`src/rtl/ea_pkg.sv`:
```
// Package: shared addressing-mode codes for the effective address unit.
// Assumes a 4-bit mode field; codes above MODE_BASE are reserved.
package ea_pkg;
    localparam int MODE_W = 4;

    typedef enum logic [MODE_W-1:0] {
        MODE_IMPLIED  = 4'd0,
        MODE_IMM      = 4'd1,
        MODE_REG      = 4'd2,
        MODE_REG_IND  = 4'd3,
        MODE_AUTO_INC = 4'd4,
        MODE_AUTO_DEC = 4'd5,
        MODE_DIRECT   = 4'd6,
        MODE_INDIRECT = 4'd7,
        MODE_PC_REL   = 4'd8,
        MODE_INDEXED  = 4'd9,
        MODE_BASE     = 4'd10
    } ea_mode_e;
endpackage

```
`src/rtl/ea_field_ext.sv`:
```
// Module: widens the instruction field to address width, both zero- and
// sign-extended. Assumes FW <= AW.
module ea_field_ext #(
    parameter int FW = 8,
    parameter int AW = 16
) (
    input  logic [FW-1:0] field,
    output logic [AW-1:0] zext,
    output logic [AW-1:0] sext
);
    localparam int PAD = AW - FW;

    // Pick the widening form according to whether padding is needed
    generate
        if (PAD > 0) begin : g_pad
            assign zext = {{PAD{1'b0}}, field};
            assign sext = {{PAD{field[FW-1]}}, field};
        end else begin : g_same
            assign zext = field;
            assign sext = field;
        end
    endgenerate
endmodule

```
`src/rtl/ea_addr_calc.sv`:
```
// Module: combinational per-mode result select. Produces the address or
// operand, the result kind flags and the auto-mode write-back value.
// Assumes inputs are stable for the cycle the request is presented.
module ea_addr_calc
    import ea_pkg::*;
#(
    parameter int AW = 16
) (
    input  logic [MODE_W-1:0] mode,
    input  logic [AW-1:0]     fld_z,
    input  logic [AW-1:0]     fld_s,
    input  logic [AW-1:0]     reg_val,
    input  logic [AW-1:0]     pc,
    input  logic [AW-1:0]     idx_reg,
    input  logic [AW-1:0]     base_reg,
    output logic              is_addr,
    output logic [AW-1:0]     ea,
    output logic              is_opnd,
    output logic [AW-1:0]     opnd,
    output logic              wb_en,
    output logic [AW-1:0]     wb_val,
    output logic              is_indirect
);
    localparam logic [AW-1:0] ONE = AW'(1);

    // Decode the mode into a result kind and compute its value
    always_comb begin
        is_addr     = 1'b0;
        ea          = '0;
        is_opnd     = 1'b0;
        opnd        = '0;
        wb_en       = 1'b0;
        wb_val      = '0;
        is_indirect = 1'b0;
        case (mode)
            MODE_IMM:      begin is_opnd = 1'b1; opnd = fld_z;   end
            MODE_REG:      begin is_opnd = 1'b1; opnd = reg_val; end
            MODE_REG_IND:  begin is_addr = 1'b1; ea = reg_val;   end
            MODE_AUTO_INC: begin
                is_addr = 1'b1; ea = reg_val;
                wb_en   = 1'b1; wb_val = reg_val + ONE;
            end
            MODE_AUTO_DEC: begin
                is_addr = 1'b1; ea = reg_val;
                wb_en   = 1'b1; wb_val = reg_val - ONE;
            end
            MODE_DIRECT:   begin is_addr = 1'b1; ea = fld_z; end
            MODE_INDIRECT: begin is_indirect = 1'b1; end
            MODE_PC_REL:   begin is_addr = 1'b1; ea = pc + fld_s; end
            MODE_INDEXED:  begin is_addr = 1'b1; ea = idx_reg + fld_z; end
            MODE_BASE:     begin is_addr = 1'b1; ea = base_reg + fld_z; end
            default:       begin end
        endcase
    end

    // Result kinds are exclusive: an address, an operand, or neither
    always_comb begin
        assert (!(is_addr && is_opnd)) else $error("p_kind_exclusive_r2");
    end
endmodule

```
`src/rtl/ea_indirect_ctl.sv`:
```
// Module: one-cycle pointer fetch for memory-indirect mode. Raises busy
// and the read strobe for the cycle after start; memory is assumed to
// return data in that same cycle.
module ea_indirect_ctl #(
    parameter int AW = 16
) (
    input  logic          clk,
    input  logic          rst_n,
    input  logic          start,
    input  logic [AW-1:0] ptr,
    output logic          busy,
    output logic [AW-1:0] rd_addr
);
    // Hold busy for exactly one cycle and latch the pointer address
    always_ff @(posedge clk) begin
        if (!rst_n) begin
            busy    <= 1'b0;
            rd_addr <= '0;
        end else if (busy) begin
            busy    <= 1'b0;
        end else if (start) begin
            busy    <= 1'b1;
            rd_addr <= ptr;
        end
    end

    // The fetch lasts one cycle; no back-to-back fetch
    p_fetch_one_cycle_r7: assert property (@(posedge clk) disable iff (!rst_n)
        busy |=> !busy);
    // A start from idle leads to a read at the offered pointer
    p_fetch_addr_r7: assert property (@(posedge clk) disable iff (!rst_n)
        (start && !busy) |=> (busy && rd_addr == $past(ptr)));
endmodule

```
`src/rtl/ea_unit.sv`:
```
// Module: effective address unit top. Accepts a request when not busy
// and registers the result one cycle later. Memory-indirect mode passes
// through the fetch controller and finishes one cycle after that.
// Assumes mem_rd_data is valid while mem_rd_en is high.
module ea_unit
    import ea_pkg::*;
#(
    parameter int AW = 16,
    parameter int FW = 8
) (
    input  logic              clk,
    input  logic              rst_n,
    input  logic              req_valid,
    input  logic [MODE_W-1:0] req_mode,
    input  logic [FW-1:0]     req_field,
    input  logic [AW-1:0]     reg_val,
    input  logic [AW-1:0]     pc,
    input  logic [AW-1:0]     idx_reg,
    input  logic [AW-1:0]     base_reg,
    input  logic [AW-1:0]     mem_rd_data,
    output logic              mem_rd_en,
    output logic [AW-1:0]     mem_rd_addr,
    output logic              busy,
    output logic              res_valid,
    output logic              res_is_addr,
    output logic [AW-1:0]     res_ea,
    output logic              res_is_opnd,
    output logic [AW-1:0]     res_opnd,
    output logic              wb_en,
    output logic [AW-1:0]     wb_val
);
    logic [AW-1:0] fld_z, fld_s;
    logic          c_is_addr, c_is_opnd, c_wb_en, c_indirect;
    logic [AW-1:0] c_ea, c_opnd, c_wb_val;
    logic          accept, ind_start, fetching;

    ea_field_ext #(.FW(FW), .AW(AW)) u_ext (
        .field(req_field), .zext(fld_z), .sext(fld_s)
    );

    ea_addr_calc #(.AW(AW)) u_calc (
        .mode(req_mode), .fld_z(fld_z), .fld_s(fld_s), .reg_val(reg_val),
        .pc(pc), .idx_reg(idx_reg), .base_reg(base_reg),
        .is_addr(c_is_addr), .ea(c_ea), .is_opnd(c_is_opnd), .opnd(c_opnd),
        .wb_en(c_wb_en), .wb_val(c_wb_val), .is_indirect(c_indirect)
    );

    assign accept    = req_valid && !fetching;
    assign ind_start = accept && c_indirect;

    ea_indirect_ctl #(.AW(AW)) u_ind (
        .clk(clk), .rst_n(rst_n), .start(ind_start), .ptr(fld_z),
        .busy(fetching), .rd_addr(mem_rd_addr)
    );

    assign busy      = fetching;
    assign mem_rd_en = fetching;

    // Register the result: fetched pointer, direct mode result, or idle
    always_ff @(posedge clk) begin
        if (!rst_n) begin
            res_valid   <= 1'b0;
            res_is_addr <= 1'b0;
            res_ea      <= '0;
            res_is_opnd <= 1'b0;
            res_opnd    <= '0;
            wb_en       <= 1'b0;
            wb_val      <= '0;
        end else if (fetching) begin
            res_valid   <= 1'b1;
            res_is_addr <= 1'b1;
            res_ea      <= mem_rd_data;
            res_is_opnd <= 1'b0;
            res_opnd    <= '0;
            wb_en       <= 1'b0;
            wb_val      <= '0;
        end else if (accept && !c_indirect) begin
            res_valid   <= 1'b1;
            res_is_addr <= c_is_addr;
            res_ea      <= c_ea;
            res_is_opnd <= c_is_opnd;
            res_opnd    <= c_opnd;
            wb_en       <= c_wb_en;
            wb_val      <= c_wb_val;
        end else begin
            res_valid   <= 1'b0;
            res_is_addr <= 1'b0;
            res_is_opnd <= 1'b0;
            wb_en       <= 1'b0;
        end
    end

    // Non-indirect requests finish in the next cycle
    p_one_cycle_r11: assert property (@(posedge clk) disable iff (!rst_n)
        (req_valid && !busy && req_mode != MODE_INDIRECT) |=> res_valid);
    // No result is shown while the pointer read is in progress
    p_no_result_in_fetch_r7: assert property (@(posedge clk) disable iff (!rst_n)
        busy |-> !res_valid);
    // A completed fetch always yields an address result
    p_fetch_result_r7: assert property (@(posedge clk) disable iff (!rst_n)
        busy |=> (res_valid && res_is_addr));
    // Write-back only accompanies a valid address result
    p_wb_with_addr_r5: assert property (@(posedge clk) disable iff (!rst_n)
        wb_en |-> (res_valid && res_is_addr));
    // Autoincrement writes back the pre-use value plus one
    p_autoinc_r5: assert property (@(posedge clk) disable iff (!rst_n)
        (req_valid && !busy && req_mode == MODE_AUTO_INC)
        |=> (wb_en && res_ea == $past(reg_val) && wb_val == AW'($past(reg_val) + AW'(1))));
    // Result flags never claim both an address and an operand
    p_flags_exclusive_r2: assert property (@(posedge clk) disable iff (!rst_n)
        !(res_is_addr && res_is_opnd));
endmodule

```
`config.mk`:
```
export PLATFORM = sky130hd
export DESIGN_NAME = ea_unit
export DESIGN_NICKNAME = d
export VERILOG_FILES = /design/src/rtl/ea_pkg.sv /design/src/rtl/ea_field_ext.sv /design/src/rtl/ea_addr_calc.sv /design/src/rtl/ea_indirect_ctl.sv /design/src/rtl/ea_unit.sv
export SDC_FILE = /design/constraint.sdc
export NUM_CORES = 1
export LEC_CHECK = 0
export ABC_AREA = 0
export BUFFER_PORTS_ARGS = -buffer_cell sky130_fd_sc_hd__buf_2
export CORE_ASPECT_RATIO = 1.5
export CORE_UTILIZATION = 56
export CTS_BUF_LIST = sky130_fd_sc_hd__clkbuf_2 sky130_fd_sc_hd__clkbuf_4 sky130_fd_sc_hd__clkbuf_8
export DETAILED_ROUTE_END_ITERATION = 10
export MAX_ROUTING_LAYER = met4
export PLACE_DENSITY = 0.88
export SYNTH_ARGS = -nofsm -noshare
export SYNTH_HDL_FRONTEND = slang
export SYNTH_SLANG_ARGS = --single-unit
```
`constraint.sdc`:
```
create_clock -name clk -period 8.2 [get_ports clk]
set_input_delay 2.46 -clock clk [delete_from_list [all_inputs] [get_ports clk]]
set_output_delay 2.46 -clock clk [all_outputs]
set_load 0.01 [all_outputs]
```
# == Word level (Yosys, flattened, before mapping) ==
# Cells that the tools add are included.
# word_totals
ff_bits,61
latchBits,0
ramBits,0
mem_bits_ro,0
in_bits,95
output_inout_bits,70
wordCells,54
mem_count,0
# classes
n_addsub,5
mul,0
div,0
n_lt_le_gt_ge,0
eq_ne,10
shifts,0
mux,14
bitwise_logic,3
reduce_logical,13
# ops
operator,n
case mux 16 bit (5 select lines),1
case mux 16 bit (2 select lines),2
adder 16 x 8 -> 16 bit,2
2-to-1 mux 16 bit,2
"adder 16 x 1 -> 16 bit, second input constant",1
adder 16 bit,1
"== test 4 x 3 -> 1 bit, second input constant",4
"subtractor 16 x 1 -> 16 bit, second input constant",1
"== test 4 bit, second input constant",3
2-to-1 mux 1 bit,9
"== test 4 x 2 -> 1 bit, second input constant",2
OR reduction 7 bit,1
OR reduction 2 bit,3
OR reduction 3 bit,2
"== test 4 x 1 -> 1 bit, second input constant",1
logical AND 1 bit,3
NOT 1 bit,3
logical NOT 1 bit,2
AND reduction 2 bit,1
nonzero test 2 bit,1

# == Logic depth before layout (Yosys ltp) ==
# depth
depth_word,6
ltp_mapped,17
depth_no_buf,14

# == Modules after synthesis ==
# A second synthesis with hierarchy kept.
# hier_totals
hier_cells,739
area_unflattened_um2,5886.9
# modules_own_cells
mod,instances,cells_each,area_per_inst_um2,seq_area_each_um2
ea_addr_calc,1,408,2985.4,0.0
ea_unit,1,225,1964.4,1041.0
ea_indirect_ctl,1,73,693.2,340.3
ea_field_ext,1,33,244.0,0.0

# == Least setup slack after synthesis ==
# Ideal clock, no wire load.
# synth_timing
path_kind,input to register
startpoint,input port req_mode[3]
endpoint,register wb_val[15]
setup_time_ns,0.117
t_arrival_ns,5.242
required_ns,8.083
path_slack_ns,2.841
cell_stages,11
n_path_buf,1
path_cell_list,buf_4 -> nand2b_1 -> nor2_1 -> ha_1 -> a211oi_2 -> nor2_1 -> o41a_4 -> a221oi_4 -> o21ai_1 -> xnor2_1 -> a22o_1
# synth_between
elab_chain_len,4
word_cells_on_any_way,7
classes_between,eq/ne: 3; mux: 2; reduce/logical: 2
# synth_rtl
item,line,text
from (decl),ea_unit.sv:14,"input logic [MODE_W-1:0] req_mode,"
== test 4 x 3 -> 1 bit,ea_addr_calc.sv:35,case (mode)
2-to-1 mux 1 bit,ea_addr_calc.sv:35,
logical NOT 1 bit,ea_unit.sv:77,end else if (accept && !c_indirect) begin
logical AND 1 bit,ea_unit.sv:77,
to (signal assigned),ea_unit.sv:84,wb_val <= c_wb_val;
to (decl),ea_unit.sv:30,output logic [AW-1:0] wb_val
# Parallel ways exist; a longest one is shown, timed or not.
# A chain may end at the register's enable or synchronous reset.

# == Worst setup path in the final report ==
# layout_timing
startpoint,input port req_mode[2]
endpoint,register res_ea[11]
# layout_between
elab_chain_len,5
word_cells_on_any_way,16
classes_between,eq/ne: 8; mux: 4; reduce/logical: 4
# layout_rtl
item,line,text
== test 4 x 2 -> 1 bit / == test 4 x 3 -> 1 bit (equally long branches),ea_addr_calc.sv:35,
OR reduction 3 bit (no source line) / 2-to-1 mux 1 bit (equally long branches),--,
case mux 16 bit (5 select lines) / logical NOT 1 bit (equally long branches),"ea_addr_calc.sv:35, ea_unit.sv:77",
2-to-1 mux 16 bit / logical AND 1 bit (equally long branches),ea_unit.sv:77,
2-to-1 mux 16 bit / nonzero test 2 bit (equally long branches),--,
to (signal assigned),ea_unit.sv:72,res_ea <= mem_rd_data;
to (decl),ea_unit.sv:26,"output logic [AW-1:0] res_ea,"
# Parallel ways exist; a longest one is shown, timed or not. The select of a mux whose other input is x is not followed.

==> flow_metrics.py <==
metrics = {
    "outcome": {
        "status": "complete, no violations",
    },
    "logic_synthesis": {
        "async_flop_share_pct": 0,
        "synth-xor-area-share_pct": 7.48,
        "number_of_synthesized_flops_with_an_enable_pin": 0,
        "synthesized_area_fraction_occupied_by_ao_oa_aoi_and_oai_cells_pct": 25.2,
        "synthesis.instances": 612,
        "seq_area_frac_synth_pct": 25.4,
        "synth_top_family_by_area": "compound AO/OA/AOI/OAI gates",
        "post_synth_mux_area_share_pct": 3.55,
        "synth.ff_latch_count": 61,
        "postSynthAreaPerCell_um2": 7.84,
        "ys_types": 56,
        "yosysWarnings": 0,
        "synthAdderAreaFrac_pct": 11.4,
        "mappedNetlistArea_mm2": 0.00480,
        "synthSimpleGateAreaFrac_pct": 21.3,
        "flip_flop_cell_with_the_highest_count_after_synthesis": "sky130_fd_sc_hd__dfxtp_1",
    },
    "layout": {
        "highest_count_cells_in_the_layout_ignoring_fill_and_taps": "sky130_fd_sc_hd__buf_2 (156), sky130_fd_sc_hd__nand2_1 (83), sky130_fd_sc_hd__dfxtp_1 (61)",
        "layout_commonest_cell": "sky130_fd_sc_hd__buf_2",
        "finish.net_count": 889,
        "drive_gt1_share_pct": 24.6,
        "antennaDiodeCount": 0,
        "area.growth.synth_to_final_pct": 20.5,
        "fill_cell_total_of_the_finished_layout": 708,
    },
    "pwr": {
        "ir_worst_vdd_mv": 0.0835,
        "switching_power_uw": 259,
        "internal_power_uw": 577,
        "power.static_leakage_uw": 0.00273,
        "power_switching_share_pct": 31.0,
        "powerDensity_mw_per_mm2": 145,
        "power.sequential.fraction_pct": 37.1,
        "p_clk_share_pct": 35.1,
        "share_comb_of_total_power_pct": 27.8,
    },
    "timing": {
        "finalClockSkew_ns": 0.00728,
        "worst_slew_margin_rel_pct": 16.4,
        "setup_tns_ns": 0,
        "final.period_utilization_pct": 70.0,
        "setup_viol": 0,
        "max_clock_freq_mhz": 174,
        "worstMarginPinSlew_ns": 1.25,
        "timing.final.ws_setup_ns": 2.46,
        "timing.final.max_slew_violations": 0,
        "grt_setup_unrepaired": "false",
        "hold_viol_final": 0,
        "min_period_ns": 5.74,
    },
    "placement": {
        "preCtsSetupSlack_ns": 2.15,
        "gp_routability_congestion": 0.938,
        "dp_hpwl_mm": 11.1,
        "place.port_buffers": 156,
    },
    "clock_tree": {
        "root_buffer": "sky130_fd_sc_hd__clkbuf_8",
        "cts.clk_slew.worst_paths_ns": 0.07,
        "clock_path_buffers": 2,
        "clock_tree_from_tritoncts": "done",
        "numCtsBuffers": 9,
        "postCtsSetupRepairBufs": 0,
        "cts_repair_resize_count": 0,
        "htree_num_levels": 3,
        "cts.sinks": 61,
        "insertion_delay_ns": 0.35,
        "cts.hold.buffers_added": 0,
    },
    "critical_path": {
        "critical_path_required_ns": 8.43,
        "worst-setup-path-type": "in2reg",
        "critPathCaptureType": "flip-flop",
        "start_kind": "input port",
        "maximum_fanout_along_the_worst_path": 23,
        "cp.buffers_inverters": 1,
        "worstPathCellList": "buf_2, nand4bb_1, nand2_1, nand2_1, ha_1, a21o_1, a221oi_1, o2bb2ai_1, a21oi_1, xnor2_1, a222oi_1, o21ai_1",
        "timing.critical_path.max_delay_family": "compound AO/OA/AOI/OAI gates",
        "worst_path_max_delay_cell": "sky130_fd_sc_hd__nand4bb_1",
        "timing.critical_path.slowest_cell_delay_ns": 1.01,
        "cp.arrival_ns": 5.96,
        "cp_common_cell": "sky130_fd_sc_hd__nand2_1",
    },
    "die": {
        "placeableCoreArea_mm2": 0.00836,
        "die_w_um": 77.6,
        "start_util_pct": 57.4,
        "boundaryPins": 165,
        "placement_rows": 41,
        "fp.dieH_um": 115,
        "design.die.area_mm2": 0.00895,
    },
    "global_route": {
        "initial_antenna_violation_count": 0,
        "vias_in_the_first_global_route": 4896,
        "grt_start_max_net_pins": 40,
        "globalRoute.totalOverflow": 0,
        "grt.total_usage_pct": 32.9,
        "grt_pass1_wl_mm": 22.5,
    },
    "job": {
        "cap_viol_max_count": 0,
    },
    "hold_path": {
        "holdCritPathClass": "reg2reg",
    },
    "drt": {
        "drt_first_pass_iters": 6,
        "routedWlPerCell_um": 16.6,
        "route.detailed.drc": 0,
        "viasPerCell": 6.00,
        "ant_nets": 0,
        "vias": 5186,
        "initialDrtViolationCount": 417,
        "wirelength_mm": 14.3,
    },
}
==> worst register-to-register path: cells and delay by family, from the launching register on <==
kind / cells / cell delay (ns)
AO/OA/AOI/OAI: 3 / 0.49
buffers and inverters: 2 / 0.68
flip-flops: 1 / 0.31
AND/OR/NAND/NOR: 3 / 0.95
==> power groups by stage <==
stage,sequential [uW],combinational [uW],clock (uW)
global route,311,254,309
global placement,317,220,0
finish,310,233,294
CTS,310,229,295
floorplan,321,150,0
detailed placement,317,227,0
==> state kept, by name (all words and copies together) (netlist names), 8 cells and up <==
register and cells:
res_ea 16, res_opnd 16, wb_val 16, u_ind.rd_addr 8
==> cells in the mapped netlist (7+ instances only) <==
| cell type | number | area share (%) |
|---|---|---|
| sky130_fd_sc_hd__nand2_1 | 83 | 6.5 |
| sky130_fd_sc_hd__dfxtp_1 | 61 | 25 |
| sky130_fd_sc_hd__a21oi_1 | 47 | 4.9 |
| sky130_fd_sc_hd__nor2_1 | 44 | 3.4 |
| sky130_fd_sc_hd__ha_1 | 39 | 10 |
| sky130_fd_sc_hd__o21ai_0 | 39 | 4.1 |
| sky130_fd_sc_hd__nand3_1 | 23 | 2.4 |
| sky130_fd_sc_hd__xnor2_1 | 23 | 4.2 |
| sky130_fd_sc_hd__nor3_1 | 22 | 2.3 |
| sky130_fd_sc_hd__xor2_1 | 18 | 3.3 |
| sky130_fd_sc_hd__mux2i_1 | 17 | 3.5 |
| sky130_fd_sc_hd__a221oi_1 | 15 | 2.7 |
| sky130_fd_sc_hd__clkbuf_1 | 15 | 1.2 |
| sky130_fd_sc_hd__nor2b_1 | 15 | 2.0 |
| sky130_fd_sc_hd__inv_1 | 13 | 1.0 |
| sky130_fd_sc_hd__a22o_1 | 12 | 2.2 |
| sky130_fd_sc_hd__buf_2 | 12 | 1.3 |
| sky130_fd_sc_hd__buf_4 | 12 | 1.9 |
| sky130_fd_sc_hd__a22oi_1 | 11 | 1.7 |
| sky130_fd_sc_hd__nand2b_1 | 10 | 1.3 |
| sky130_fd_sc_hd__a21o_1 | 9 | 1.4 |
| sky130_fd_sc_hd__o211ai_1 | 7 | 1.1 |
==> through the flow <==
step	area [um2]	util, %	total power [uW]	hold WS, ns	instances
floorplan	4820	-	471	0.476	619
global placement	5570	66.6	537	0.440	848
detailed placement	5570	66.6	544	0.445	848
CTS	5780	69.2	834	0.454	864
global route	5780	69.2	874	0.469	864
finish	5780	69.2	837	0.452	864
==> path summary, 6_finish.rpt <==
kind | startpoint | endpoint | slack (ns) | depth (start not counted)
setup / recovery | req_mode[2] | res_ea[11]$_SDFFE_PN0P_ | 2.46 | 12
hold / removal | res_opnd[15]$_SDFFE_PP0P_ | res_opnd[15]$_SDFFE_PP0P_ | 0.45 | 2
setup reg to reg | u_ind.busy$_SDFF_PP0_ | res_ea[6]$_SDFFE_PN0P_ | 5.69 | 8
hold reg to reg | res_opnd[15]$_SDFFE_PP0P_ | res_opnd[15]$_SDFFE_PP0P_ | 0.45 | 2
==> cells by family (layout without fill, tap and decap cells) <==
logic type	Yosys count	in the layout
compound gates	177	177
xor+xnor	41	41
fa+ha+maj	42	42
buf+inv	53	191
flops	61	61
mux	17	17
other cells	1	8
simple gates	220	220
==> cell type report <==
cell class              count  area [um2]  area share (%)
clock buffers              11         139            2.40
inverters                  13        48.8           0.844
well taps                 107         134            2.32
clock inverters             5        75.1            1.30
flip-flops and latches     61        1220            21.1
repair buffers            162         826            14.3
multi-input cells         505        3340            57.7
==> routing by layer <==
| metal | part of all wire (%) | vias up | global-route usage (%) | wire, um |
|---|---|---|---|---|
| met2 | 51 | 231 | 57.3 | 7350 |
| li1 | - | 2492 | - | - |
| met4 | 3.9 | 0 | 17.1 | 563 |
| met3 | 5.6 | 53 | 4.84 | 806 |
| met5 | 0 | - | - | 0 |
| met1 | 39 | 2410 | 36.1 | 5600 |
(Power assumes the default switching activity.)
